[config.mk]
export PLATFORM = sky130hd
export DESIGN_NAME = interval_timer_chan
export DESIGN_NICKNAME = d
export VERILOG_FILES = /design/src/rtl/tmr_pkg.sv /design/src/rtl/tmr_presc.sv /design/src/rtl/tmr_core.sv /design/src/rtl/tmr_regs.sv /design/src/rtl/interval_timer_chan.sv
export SDC_FILE = /design/constraint.sdc
export NUM_CORES = 1
export LEC_CHECK = 0
export CORE_MARGIN = 1.5
export CORE_UTILIZATION = 50
export CTS_CLUSTER_SIZE = 30
export DETAILED_ROUTE_END_ITERATION = 16
export GPL_TIMING_DRIVEN = 0
export PLACE_DENSITY = 0.74
export SLEW_MARGIN = 25
export SYNTH_ARGS = -nofsm -noshare
export SYNTH_HDL_FRONTEND = slang
export SYNTH_SLANG_ARGS = --single-unit
[constraint.sdc]
create_clock -name clk -period 3.6 [get_ports clk]
set_clock_uncertainty 0.1 [all_clocks]
set_input_delay 0.72 -clock clk [delete_from_list [all_inputs] [get_ports clk]]
set_output_delay 0.72 -clock clk [all_outputs]
set_load 0.005 [all_outputs]
[src/rtl/tmr_pkg.sv]
package tmr_pkg;

   localparam int CODE_W = 3;
   localparam int MODE_W = 2;
   localparam int ADDR_W = 2;

   localparam logic [ADDR_W-1:0] A_CTRL  = 2'd0;
   localparam logic [ADDR_W-1:0] A_CMP   = 2'd1;
   localparam logic [ADDR_W-1:0] A_COUNT = 2'd2;
   localparam logic [ADDR_W-1:0] A_STAT  = 2'd3;

   localparam int B_EN   = 0;
   localparam int B_CLR  = 1;
   localparam int B_WRAP = 2;
   localparam int B_IE   = 3;
   localparam int B_MODE = 4;
   localparam int B_CODE = 8;

   localparam logic [MODE_W-1:0] MODE_INTERVAL = 2'b00;

   typedef struct packed {
      logic [CODE_W-1:0] code;
      logic [MODE_W-1:0] mode;
      logic              ie;
      logic              wrap;
      logic              clr_stop;
      logic              en;
   } ctrl_t;

endpackage

[src/rtl/tmr_presc.sv]
module tmr_presc
   import tmr_pkg::*;
#(
   parameter int CW = CODE_W
) (
   input  logic          clk,
   input  logic          rst_n,
   input  logic          run,
   input  logic [CW-1:0] code,
   output logic          tick
);
   localparam int PW = 2 ** CW;

   logic [PW-1:0] pcnt;
   logic [PW:0]   lim;
   logic [CW:0]   shamt;

   always_comb begin
      shamt = {1'b0, code} + 1'b1;
      lim   = ({{PW{1'b0}}, 1'b1} << shamt) - 1'b1;
      tick  = run && (pcnt == lim[PW-1:0]);
   end

   always_ff @(posedge clk or negedge rst_n) begin
      if (!rst_n)      pcnt <= '0;
      else if (!run)   pcnt <= '0;
      else if (tick)   pcnt <= '0;
      else             pcnt <= pcnt + 1'b1;
   end
endmodule

[src/rtl/tmr_core.sv]
module tmr_core #(
   parameter int CNT_W = 32
) (
   input  logic             clk,
   input  logic             rst_n,
   input  logic             run,
   input  logic             clr_stop,
   input  logic             wrap,
   input  logic             tick,
   input  logic [CNT_W-1:0] cmp,
   output logic [CNT_W-1:0] count,
   output logic             set_evt
);
   logic             at_cmp;
   logic [CNT_W-1:0] nxt;

   always_comb begin
      at_cmp  = (count == cmp);
      nxt     = count;
      set_evt = 1'b0;
      if (tick) begin
         if (at_cmp) begin
            if (wrap) nxt = '0;
         end else begin
            nxt = count + 1'b1;
         end
         set_evt = !(at_cmp && !wrap) && (nxt == cmp);
      end
      if (!run && clr_stop) nxt = '0;
   end

   always_ff @(posedge clk or negedge rst_n) begin
      if (!rst_n) count <= '0;
      else        count <= nxt;
   end
endmodule

[src/rtl/tmr_regs.sv]
module tmr_regs
   import tmr_pkg::*;
#(
   parameter int CNT_W  = 32,
   parameter int DATA_W = 32
) (
   input  logic              clk,
   input  logic              rst_n,
   input  logic              bus_wr,
   input  logic [ADDR_W-1:0] bus_addr,
   input  logic [DATA_W-1:0] bus_wdata,
   output logic [DATA_W-1:0] bus_rdata,
   input  logic [CNT_W-1:0]  count,
   input  logic              set_evt,
   output ctrl_t             ctrl,
   output logic [CNT_W-1:0]  cmp,
   output logic              flag,
   output logic              clr_wr
);
   localparam int CTRL_W = $bits(ctrl_t);

   logic wr_ctrl, wr_cmp;
   logic unused_wbits;

   assign wr_ctrl = bus_wr && (bus_addr == A_CTRL);
   assign wr_cmp  = bus_wr && (bus_addr == A_CMP);
   assign clr_wr  = bus_wr && (bus_addr == A_STAT) && !bus_wdata[0];
   assign unused_wbits = ^{bus_wdata[7:6], bus_wdata[DATA_W-1:B_CODE+CODE_W]};

   always_ff @(posedge clk or negedge rst_n) begin
      if (!rst_n) begin
         ctrl <= '0;
         cmp  <= '0;
         flag <= 1'b0;
      end else begin
         if (wr_ctrl) begin
            ctrl.en       <= bus_wdata[B_EN];
            ctrl.clr_stop <= bus_wdata[B_CLR];
            ctrl.wrap     <= bus_wdata[B_WRAP];
            ctrl.ie       <= bus_wdata[B_IE];
            ctrl.mode     <= bus_wdata[B_MODE +: MODE_W];
            ctrl.code     <= bus_wdata[B_CODE +: CODE_W];
         end
         if (wr_cmp) cmp <= bus_wdata[CNT_W-1:0];
         flag <= set_evt | (flag & ~clr_wr);
      end
   end

   always_comb begin
      bus_rdata = '0;
      unique case (bus_addr)
         A_CTRL: begin
            bus_rdata[B_EN]                = ctrl.en;
            bus_rdata[B_CLR]               = ctrl.clr_stop;
            bus_rdata[B_WRAP]              = ctrl.wrap;
            bus_rdata[B_IE]                = ctrl.ie;
            bus_rdata[B_MODE +: MODE_W]    = ctrl.mode;
            bus_rdata[B_CODE +: CODE_W]    = ctrl.code;
         end
         A_CMP:   bus_rdata[CNT_W-1:0] = cmp;
         A_COUNT: bus_rdata[CNT_W-1:0] = count;
         A_STAT:  bus_rdata[0]         = flag;
         default: bus_rdata = '0;
      endcase
   end

   if (CTRL_W > DATA_W) begin : g_bad_ctrl
      $error("control word wider than bus");
   end
endmodule

[src/rtl/interval_timer_chan.sv]
module interval_timer_chan
   import tmr_pkg::*;
#(
   parameter int CNT_W   = 32,
   parameter int DATA_W  = 32,
   parameter bit IRQ_REG = 1'b0
) (
   input  logic              clk,
   input  logic              rst_n,
   input  logic              bus_wr,
   input  logic [ADDR_W-1:0] bus_addr,
   input  logic [DATA_W-1:0] bus_wdata,
   output logic [DATA_W-1:0] bus_rdata,
   output logic              irq,
   output logic              tmr_out
);
   if (CNT_W < 2 || CNT_W > DATA_W) begin : g_bad_cnt
      $error("CNT_W must lie between 2 and DATA_W");
   end
   if (DATA_W < B_CODE + CODE_W) begin : g_bad_data
      $error("DATA_W too narrow for control fields");
   end

   ctrl_t            ctrl;
   logic [CNT_W-1:0] cmp;
   logic [CNT_W-1:0] count;
   logic             flag, clr_wr, set_evt, tick, run;

   assign run = ctrl.en && (ctrl.mode == MODE_INTERVAL);

   tmr_regs #(.CNT_W(CNT_W), .DATA_W(DATA_W)) u_regs (
      .clk(clk), .rst_n(rst_n), .bus_wr(bus_wr), .bus_addr(bus_addr),
      .bus_wdata(bus_wdata), .bus_rdata(bus_rdata), .count(count),
      .set_evt(set_evt), .ctrl(ctrl), .cmp(cmp), .flag(flag), .clr_wr(clr_wr)
   );

   tmr_presc #(.CW(CODE_W)) u_presc (
      .clk(clk), .rst_n(rst_n), .run(run), .code(ctrl.code), .tick(tick)
   );

   tmr_core #(.CNT_W(CNT_W)) u_core (
      .clk(clk), .rst_n(rst_n), .run(run), .clr_stop(ctrl.clr_stop),
      .wrap(ctrl.wrap), .tick(tick), .cmp(cmp), .count(count), .set_evt(set_evt)
   );

   if (IRQ_REG) begin : g_irq_ff
      logic irq_q;
      always_ff @(posedge clk or negedge rst_n) begin
         if (!rst_n) irq_q <= 1'b0;
         else        irq_q <= flag && ctrl.ie;
      end
      assign irq = irq_q;
   end else begin : g_irq_comb
      assign irq = flag && ctrl.ie;
   end

   assign tmr_out = 1'b0;
endmodule

# After elaboration in Yosys (flattened, before gate mapping)
# Cells that the tools add are included.
[word_totals]
elab_cells = 54
output_inout_bits = 34
ff_bits = 82
inputBits = 37
[op_classes]
add_sub_neg = 4
bitwise = 3
n_reduce_logical = 17
muxes = 13
n_shift = 1
n_eq_ne = 6
[ops]
columns = ["operator", "count"]
rows = [
  ["$mux W32", 5],
  ["$eq A32 B32 Y1", 2],
  ["$pmux W21 S2", 1],
  ["$add A32 B1 Y32 const B", 1],
  ["$mux W8", 2],
  ["$pmux W5 S3", 1],
  ["$logic_and A1 B1 Y1", 10],
  ["$pmux W3 S3", 1],
  ["$add A8 B1 Y8 const B", 1],
  ["$eq A8 B8 Y1", 1],
  ["$shl A1 B4 Y8 const A", 1],
  ["$sub A8 B1 Y8 const B", 1],
  ["$add A3 B1 Y4 const B", 1],
  ["$eq A2 B2 Y1 const B", 2],
  ["$logic_not A1 Y1", 4],
  ["$logic_not A2 Y1", 2],
  ["$pmux W1 S4", 1],
  ["$pmux W2 S2", 1],
  ["$eq A2 B1 Y1 const B", 1],
  ["$reduce_bool A2 Y1", 1],
  ["$and A1 B1 Y1", 1],
  ["$mux W1", 1],
  ["$not A1 Y1", 1],
  ["$or A1 B1 Y1", 1],
]

# Longest topological paths before layout
# Gate-level depths: netlist of the first run.
[depth]
depth_word = 10
ltp_mapped = 13
depth_no_buf = 11

# Hierarchy
# A second synthesis of the first run with hierarchy kept.
[hier_totals]
hier_cells = 729
hier_area_um2 = 6665.1
[modules_own_cells]
columns = ["mod", "seq_area_each_um2", "n_inst", "area_per_inst_um2", "cells_per_inst"]
rows = [
  ["tmr_core", 800.8, 1, 3747.3, 490],
  ["tmr_regs", 1051.0, 1, 2299.7, 174],
  ["tmr_presc", 200.2, 1, 588.1, 61],
  ["interval_timer_chan", 0.0, 1, 30.0, 4],
]

# Least setup slack after synthesis of the first run
# OpenSTA, ideal clock, no wires.
[synth_path]
kind = "register to register"
start = "register u_regs.ctrl[7] (netlist name)"
end = "register u_regs.flag"
synth_period_minus_slack_ns = 3.410
arrival_ns = 3.206
required_ns = 3.397
stages_incl_launch_ff = 13
setup_slack_ns = 0.190
n_path_buf = 2
cell_sequence = "dfrtp_1 buf_4 or3_1 ha_1 or3_1 a21oi_1 a211oi_1 or4_4 buf_6 a211oi_2 o2111ai_1 or4_1 o41ai_2"
[synth_via]
elab_chain_cells = 7
[synth_lines]
columns = ["element", "line", "rtl"]
rows = [
  ["$add A3 B1 Y4", "tmr_presc.sv:19", "shamt = {1'b0, code} + 1'b1;"],
  ["$shl A1 B4 Y8", "tmr_presc.sv:20", "lim = ({{PW{1'b0}}, 1'b1} << shamt) - 1'b1;"],
  ["$sub A8 B1 Y8", "tmr_presc.sv:20", ""],
  ["$eq A8 B8 Y1", "tmr_presc.sv:21", "tick = run && (pcnt == lim[PW-1:0]);"],
  ["$logic_and A1 B1 Y1", "tmr_presc.sv:21", ""],
  ["$mux W1", "tmr_core.sv:21", "if (tick) begin"],
  ["$or A1 B1 Y1", "tmr_regs.sv:45", "flag <= set_evt | (flag & ~clr_wr);"],
  ["end signal, assigned", "tmr_regs.sv:45", ""],
  ["end, declared", "tmr_regs.sv:17", "output logic flag,"],
]
# Every way passes these cells.
# A chain may end at the register's enable or synchronous reset.

# Final worst setup path of the first run
[layout_path]
start = "register u_regs.ctrl[7] (netlist name)"
end = "register u_regs.flag"
[layout_via]
elab_chain_cells = 7
[layout_lines]
columns = ["element", "line"]
rows = [
  ["$add A3 B1 Y4", "tmr_presc.sv:19"],
  ["$shl A1 B4 Y8", "tmr_presc.sv:20"],
  ["$sub A8 B1 Y8", "tmr_presc.sv:20"],
  ["$eq A8 B8 Y1", "tmr_presc.sv:21"],
  ["$logic_and A1 B1 Y1", "tmr_presc.sv:21"],
  ["$mux W1", "tmr_core.sv:21"],
  ["$or A1 B1 Y1", "tmr_regs.sv:45"],
]
# Every way passes these cells.

==> results of run 1 <==
==> worst max-delay path by stage <==
stage	to	from	slack, ns
2_1_floorplan	u_regs.flag$_DFF_PN0_	u_regs.ctrl[7]$_DFFE_PN0P_	0.19
3_3_place_gp	u_core.count[20]$_DFFE_PN0P_	rst_n	-1.22
3_5_place_dp	u_regs.flag$_DFF_PN0_	u_core.count[1]$_DFFE_PN0P_	-0.65
4_1_cts	u_regs.flag$_DFF_PN0_	u_regs.ctrl[7]$_DFFE_PN0P_	-0.14
5_1_grt	u_regs.flag$_DFF_PN0_	u_regs.ctrl[7]$_DFFE_PN0P_	-0.17
6_report	u_regs.flag$_DFF_PN0_	u_regs.ctrl[7]$_DFFE_PN0P_	-0.13
==> routing by layer <==
metal / vias up / track usage [%]
li1: 2972 / -
met5: - / 0
met1: 3330 / 51.6
met3: 105 / 8.69
met4: 0 / 15.0
met2: 514 / 54.8
==> worst reg2reg max path: stages (launching register included) <==
cell and delay [ns]:
dfrtp_1 0.39, buf_6 0.12, or3_4 0.38, ha_4 0.19
or3_4 0.42, a21oi_4 0.18, a211oi_2 0.05, or4_4 0.58
buf_12 0.16, a211oi_2 0.15, o2111ai_2 0.14, or4_4 0.49
o41ai_4 0.26
==> cells in the final DEF (no fill, tap or decap), drive strengths merged, types with 31 or more instances in the layout <==
cell type and instances:
dfrtp 82, clkdlybuf4s50 67, buf 61, nand2 60, nor2 54, o21ai 53, xor2 46, mux2 44
clkbuf 37, a21oi 31
==> where the power goes <==
part	internal, W	switching (W)	leakage, nW	total [W]
combinational	0.000374	0.000419	2.09	0.000793
clock	0.000543	0.000406	0.140	0.000949
sequential	0.00101	0.000159	1.06	0.00117
==> sequential cells by signal, indices dropped and copies added (netlist names) <==
signal        cells
u_regs.cmp       32
u_regs.flag       1
u_regs.ctrl       9
u_core.count     32
u_presc.pcnt      8
==> final cells by class <==
cell class / instances / area [sq um] / area share (%)
Multi-Input combinational cell: 593 / 4280 / 52.2
Sequential cell: 82 / 2050 / 25.1
Timing Repair Buffer: 81 / 793 / 9.69
Buffer: 74 / 483 / 5.90
Clock buffer: 11 / 233 / 2.84
Tap cell: 172 / 215 / 2.63
Inverter: 18 / 71.3 / 0.871
Clock inverter: 5 / 63.8 / 0.779
==> per-stage QoR <==
step | power [W] | hold WS, ns | area [sq um] | utilization, % | worst slack [ns]
2_1_floorplan | 0.00157 | 0.324 | 6640 | - | 0.190
3_3_place_gp | 0.00186 | 0.416 | 7540 | 59.1 | -1.22
3_5_place_dp | 0.00188 | 0.431 | 7560 | 59.2 | -0.650
4_1_cts | 0.00285 | 0.269 | 8040 | 62.9 | -0.135
5_1_grt | 0.00300 | 0.304 | 8190 | 64.1 | -0.173
6_report | 0.00291 | 0.253 | 8190 | 64.1 | -0.126
==> cells by family (layout without fill, tap and decap cells) <==
group | Yosys count | count (layout) | synth area share [%]
fa+ha+maj | 9 | 9 | 1.70
mux | 47 | 47 | 7.92
simple gates | 280 | 280 | 23.0
buf+inv | 98 | 189 | 7.78
flops | 82 | 82 | 30.9
xor+xnor | 68 | 68 | 9.08
compound gates | 187 | 187 | 19.5
other cells | 2 | 2 | 0.113
==> repair_timing <==
item,CTS,global route
pin swaps,8,9
endpoints found under the hold margin,0,0
endpoints found under the setup margin,62,68
setup buffers,7,4
resized for setup,37,43
==> results.ini, run 1 <==
[worst_setup_path]
crit_cells = 12
worstSetupStartpointType = flip-flop
crit_path_top_delay_cell = or4_4
endpoint_kind = flip-flop
crit_chain = buf_6 -> or3_4 -> ha_4 -> or3_4 -> a21oi_4 -> a211oi_2 -> or4_4 -> buf_12 -> a211oi_2 -> o2111ai_2 -> or4_4 -> o41ai_4
r2r-end = u_regs.flag$_DFF_PN0_
cp_data_arrival_time_ns = 3.86
max_stage_delay_ns = 0.58
path_delay_family = simple AND/OR/NAND/NOR gates
cp_max_fo = 6
crit_buf_inv = 2
r2r_cells = 12
path_class = reg -> reg
required_ns = 3.74
reg2reg_slack_ns = -0.13
r2r_start = u_regs.ctrl[7]$_DFFE_PN0P_

[synth]
synth_seq_cells = 82
synth_nets = 819
synth_area_leaders = dfrtp_1 31%, mux2_2 7.5%, xor2_1 5.9%, o21ai_0 3.8%, nand2_1 3.3%
synth_top_area_share_pct = 30.9
syn_area_per_cell_sq_um = 8.59
synthCells = 773
yosysTopAreaCell = dfrtp_1
synth_most_common_cell = dfrtp_1
synth-edff-count = 0
syn_area_sq_um = 6640
ys_seq_area_share_pct = 30.9
ys_top_cells_by_count = 82 x dfrtp_1, 58 x nand2_1, 51 x nor2_1, 51 x o21ai_0, 45 x xor2_1
netlist-cell-type-count = 74
async_flop_share_pct = 100
ys.flop_type = dfrtp_1
yosys_warnings = 0

[clock_network]
clk_pin_slew_worst_paths_ns = 0.07
cts_tree = built
postCtsHoldBufs = 0
cts-root-buf = clkbuf_16
clockBufferDepth = 2
clock_sink_count = 82
clkLatencyLatePin_ns = 0.35
htreeDepth = 3
cts_buffers = 9

[routing]
ant_nets = 0
drt-met1-wl_um = 10600
wl_met3_um = 3120
wl_per_cell_um = 25.1
vias = 6921
wirelength_um = 26000
vias_per_cell = 6.68
drc = 0
drt_iter0_markers = 1043
firstDrtPassIters = 7
wl_met2_um = 11100
topRoutingLayerUsed = met4

[global_route]
grt_pass1_wl_um = 39200
grt_max_degree = 44
grt_pass1_vias = 6509
grt_antenna_before_repair = 0
gr-usage-all-layers_pct = 36.9
overflow = 0

[die]
io_pins = 71
core-area_sq_um = 12800
dieArea_sq_um = 14000
die_w_um = 118
rows = 41
die_y_um = 118
initial_utilization_pct = 52.0

[timing]
fin_tns_setup_ns = -0.126
period_needed_ns = 3.73
hold_violations = 0
rsz0062_at_grt = yes
worst_slack_ns = -0.126
setup_viol = 1
fmax_mhz = 268
timing.final.crit_share_pct = 104
drv_slew = 0
max_slew_margin_pct = 37.8
worst-slew-pin-transition_ns = 0.933

[power_and_ir_drop]
leakage_nw = 3.29
ir_drop_mv = 0.305
powerDensity_nw_per_um2 = 355

[placement]
hpwl_um = 18900
gp_congestion = 1.08
io_buffers = 69
placedCellCount = 1015

[final_layout]
drive_above_1_share_pct = 21.2
antennaDiodeCount = 0
syn_to_final_growth_pct = 23.4
fillers = 1085
fin_cells = 1036
nNetsFinal = 905

[outcome]
failed_checks = setup timing
run_status = finished, violations left

[worst_hold_path]
holdCritPathClass = in -> async

[run]
cap_violations = 0

(Power assumes the default switching activity.)
==> run 2: changes to the inputs <==
- CTS_CLUSTER_SIZE: 30 -> unset
==> results of run 2 <==
No change in the layout: final DEF, timing and power equal those of run 1.
==> run 3: changes to the inputs <==
- ABC_CLOCK_PERIOD_IN_PS: unset -> 3900
- PLACE_DENSITY: 0.74 -> 0.71
- clock period: 3.6 -> 3.9 ns (I/O delays scaled with it)
==> results.ini, run 3 (synthesis gave the netlist of run 1 again) <==
[outcome]
run_status = finished clean

[global_route]
overflow = 0  ; unchanged
grt_antenna_before_repair = 0  ; unchanged
busiest_layer = met2
grt_pass1_wl_um = 38500  ; -1.8%
use_met3_pct = 10.0  ; +1.4 points
use_met1_pct = 49.7  ; -1.9 points
grt_util_met2_pct = 53.9  ; -0.98 points
grt_max_degree = 43  ; -2.3%
grt_pass1_vias = 6415  ; -1.4%
gr-usage-all-layers_pct = 36.5  ; -0.48 points

[die]
core-area_sq_um = 12800  ; unchanged
die_y_um = 118  ; unchanged
io_pins = 71  ; unchanged
initial_utilization_pct = 52.0  ; unchanged
die_w_um = 118  ; unchanged
rows = 41  ; unchanged
dieArea_sq_um = 14000  ; unchanged

[routing]
ant_nets = 0  ; unchanged
wirelength_um = 25600  ; -1.5%
drc = 0  ; unchanged
drt_iter0_markers = 893  ; -14%
vias_per_cell = 6.58  ; -1.4%
vias = 6775  ; -2.1%
firstDrtPassIters = 7  ; unchanged
wl_per_cell_um = 24.9  ; -0.83%

[worst_setup_path]
path_delay_family = simple AND/OR/NAND/NOR gates
crit_path_top_delay_cell = or4_4
cp_max_fo = 10  ; +4
reg2reg_slack_ns = 0.06  ; +0.19 ns
r2r_start = u_regs.ctrl[7]$_DFFE_PN0P_
cp_data_arrival_time_ns = 3.97  ; +0.11 ns
max_stage_delay_ns = 0.56  ; -0.02 ns
required_ns = 4.03  ; +0.29 ns
crit_chain = buf_4 -> or3_1 -> ha_2 -> or3_1 -> a21oi_1 -> a211oi_1 -> or4_4 -> buf_6 -> a211oi_2 -> o2111ai_1 -> or4_4 -> o41ai_4
r2r-end = u_regs.flag$_DFF_PN0_
r2r_cells = 12  ; unchanged
crit_buf_inv = 2  ; unchanged
path_class = reg -> reg
worstSetupStartpointType = flip-flop
crit_cells = 12  ; unchanged
crit_path_end = u_regs.flag$_DFF_PN0_
endpoint_kind = flip-flop
worstSetupStartpoint = u_regs.ctrl[7]$_DFFE_PN0P_

[final_layout]
finish.instance_area_sq_um = 7980  ; -2.6%
fin_cells = 1029  ; -0.68%
antennaDiodeCount = 0  ; unchanged
fillers = 1118  ; +3.0%
reg_top3 = u_core.count (32), u_regs.cmp (32), u_regs.ctrl (9)
nNetsFinal = 898  ; -0.77%
syn_to_final_growth_pct = 20.2
final_util_pct = 62.5  ; -1.7 points
layout_commonest_cell = dfrtp_1
drive_above_1_share_pct = 18.1  ; -3.1 points
final_cell_mix = 81 x dfrtp_1, 68 x clkdlybuf4s50_1, 58 x nand2_1, 51 x nor2_1, 50 x o21ai_0

[worst_hold_path]
holdCritPathClass = in -> async

[timing]
fmax_mhz = 260  ; -3.0%
setup_viol = 0  ; -1
period_needed_ns = 3.84  ; +0.115 ns
timing.final.crit_share_pct = 98.5  ; -5.0 points
fin_tns_setup_ns = 0  ; +0.126 ns
rsz0062_at_grt = yes
max_slew_margin_pct = 26.5  ; -11 points
worst-slew-pin-transition_ns = 1.10  ; +0.165 ns
hold_violations = 0  ; unchanged
drv_slew = 0  ; unchanged

[placement]
placedCellCount = 1015  ; unchanged
place_area_sq_um = 7570  ; about the same
io_buffers = 69  ; unchanged
gp_congestion = 1.06  ; -2.0%
hpwl_um = 19000  ; +0.47%

[power_and_ir_drop]
p_int_w = 0.00170  ; -12%
p_switching_w = 0.000894  ; -9.1%
power.total_w = 0.00259  ; -11%
powerDensity_nw_per_um2 = 325  ; -8.6%
ir_drop_mv = 0.229  ; -25%
p_clk_share_pct = 31.8  ; -0.8 points
comb_power_share_pct = 26.5  ; -0.7 points
leakage_nw = 3.19  ; -2.8%
switching_share_pct = 34.5  ; +0.71 points
p_seq_share_pct = 41.6  ; +1.4 points

[run]
cap_violations = 0  ; unchanged

[clock_network]
cts-root-buf = clkbuf_16
clkLatencyLatePin_ns = 0.35  ; about the same
clk_pin_slew_worst_paths_ns = 0.07  ; about the same
clock_sink_count = 82  ; unchanged
cts_buffers = 9  ; unchanged
htreeDepth = 3  ; unchanged
cts_tree = built
clockBufferDepth = 2  ; unchanged

run 3: changes by cell type in the layout (fill, tap and decap cells not counted), sizes merged:
| cell | change |
|---|---|
| inv | +1 |
| bufinv | -1 |
| clkbuf | +2 |
| buf | -9 |
| clkdlybuf4s50 | +1 |
| dlymetal6s2s | -1 |
run 3: layout make-up:
| type | count | area, sq um | area share [%] |
|---|---|---|---|
| multi-input cells | 593 | 4180 | 52.4 |
| flip-flops and latches | 82 | 2050 | 25.7 |
| repair buffers | 73 | 738 | 9.25 |
| plain buffers | 75 | 444 | 5.57 |
| clock buffers | 11 | 243 | 3.04 |
| well taps | 172 | 215 | 2.70 |
| inverters | 18 | 67.6 | 0.847 |
| clock inverters | 5 | 37.5 | 0.470 |
run 3: layer usage:
layer,routed length (um),vias up
li1,-,2967
met2,11000,454
met5,0,-
met1,10600,3278
met4,995,0
met3,3050,76
run 3: worst min path at each step:
| stage | from | end | slack, ns | depth (start not counted) |
|---|---|---|---|---|
| after floorplan | rst_n | u_core.count[0]$_DFFE_PN0P_ | 0.38 | 0 |
| after global placement | u_regs.ctrl[3]$_DFFE_PN0P_ | u_regs.ctrl[3]$_DFFE_PN0P_ | 0.41 | 1 |
| final | rst_n | u_core.count[2]$_DFFE_PN0P_ | 0.32 | 1 |
| after global routing | rst_n | u_core.count[2]$_DFFE_PN0P_ | 0.36 | 1 |
| after detailed placement | u_regs.ctrl[3]$_DFFE_PN0P_ | u_regs.ctrl[3]$_DFFE_PN0P_ | 0.42 | 1 |
| after CTS | rst_n | u_core.count[2]$_DFFE_PN0P_ | 0.33 | 1 |
run 3: metrics by stage:
step	setup slack [ns]	hold WS (ns)
global placement	-1.05	0.405
global route	-0.0109	0.360
finish	0.0592	0.316
detailed placement	-0.631	0.421
floorplan	0.490	0.384
CTS	0.00766	0.332
run 3: power by group through the flow:
stage / registers (W) / clock network, W / logic (W)
floorplan: 0.00102 / 0 / 0.000428
global placement: 0.00106 / 0 / 0.000673
detailed placement: 0.00106 / 0 / 0.000686
CTS: 0.00107 / 0.000831 / 0.000675
global route: 0.00109 / 0.000865 / 0.000729
finish: 0.00108 / 0.000825 / 0.000687
run 3: timing repair:
action                                 CTS  global route
endpoints found under the hold margin    0             0
setup endpoints to repair               15            56
pin swaps                                0             2
hold buffers                             0             0
resized for setup                       13            26
buffers inserted                         0             3
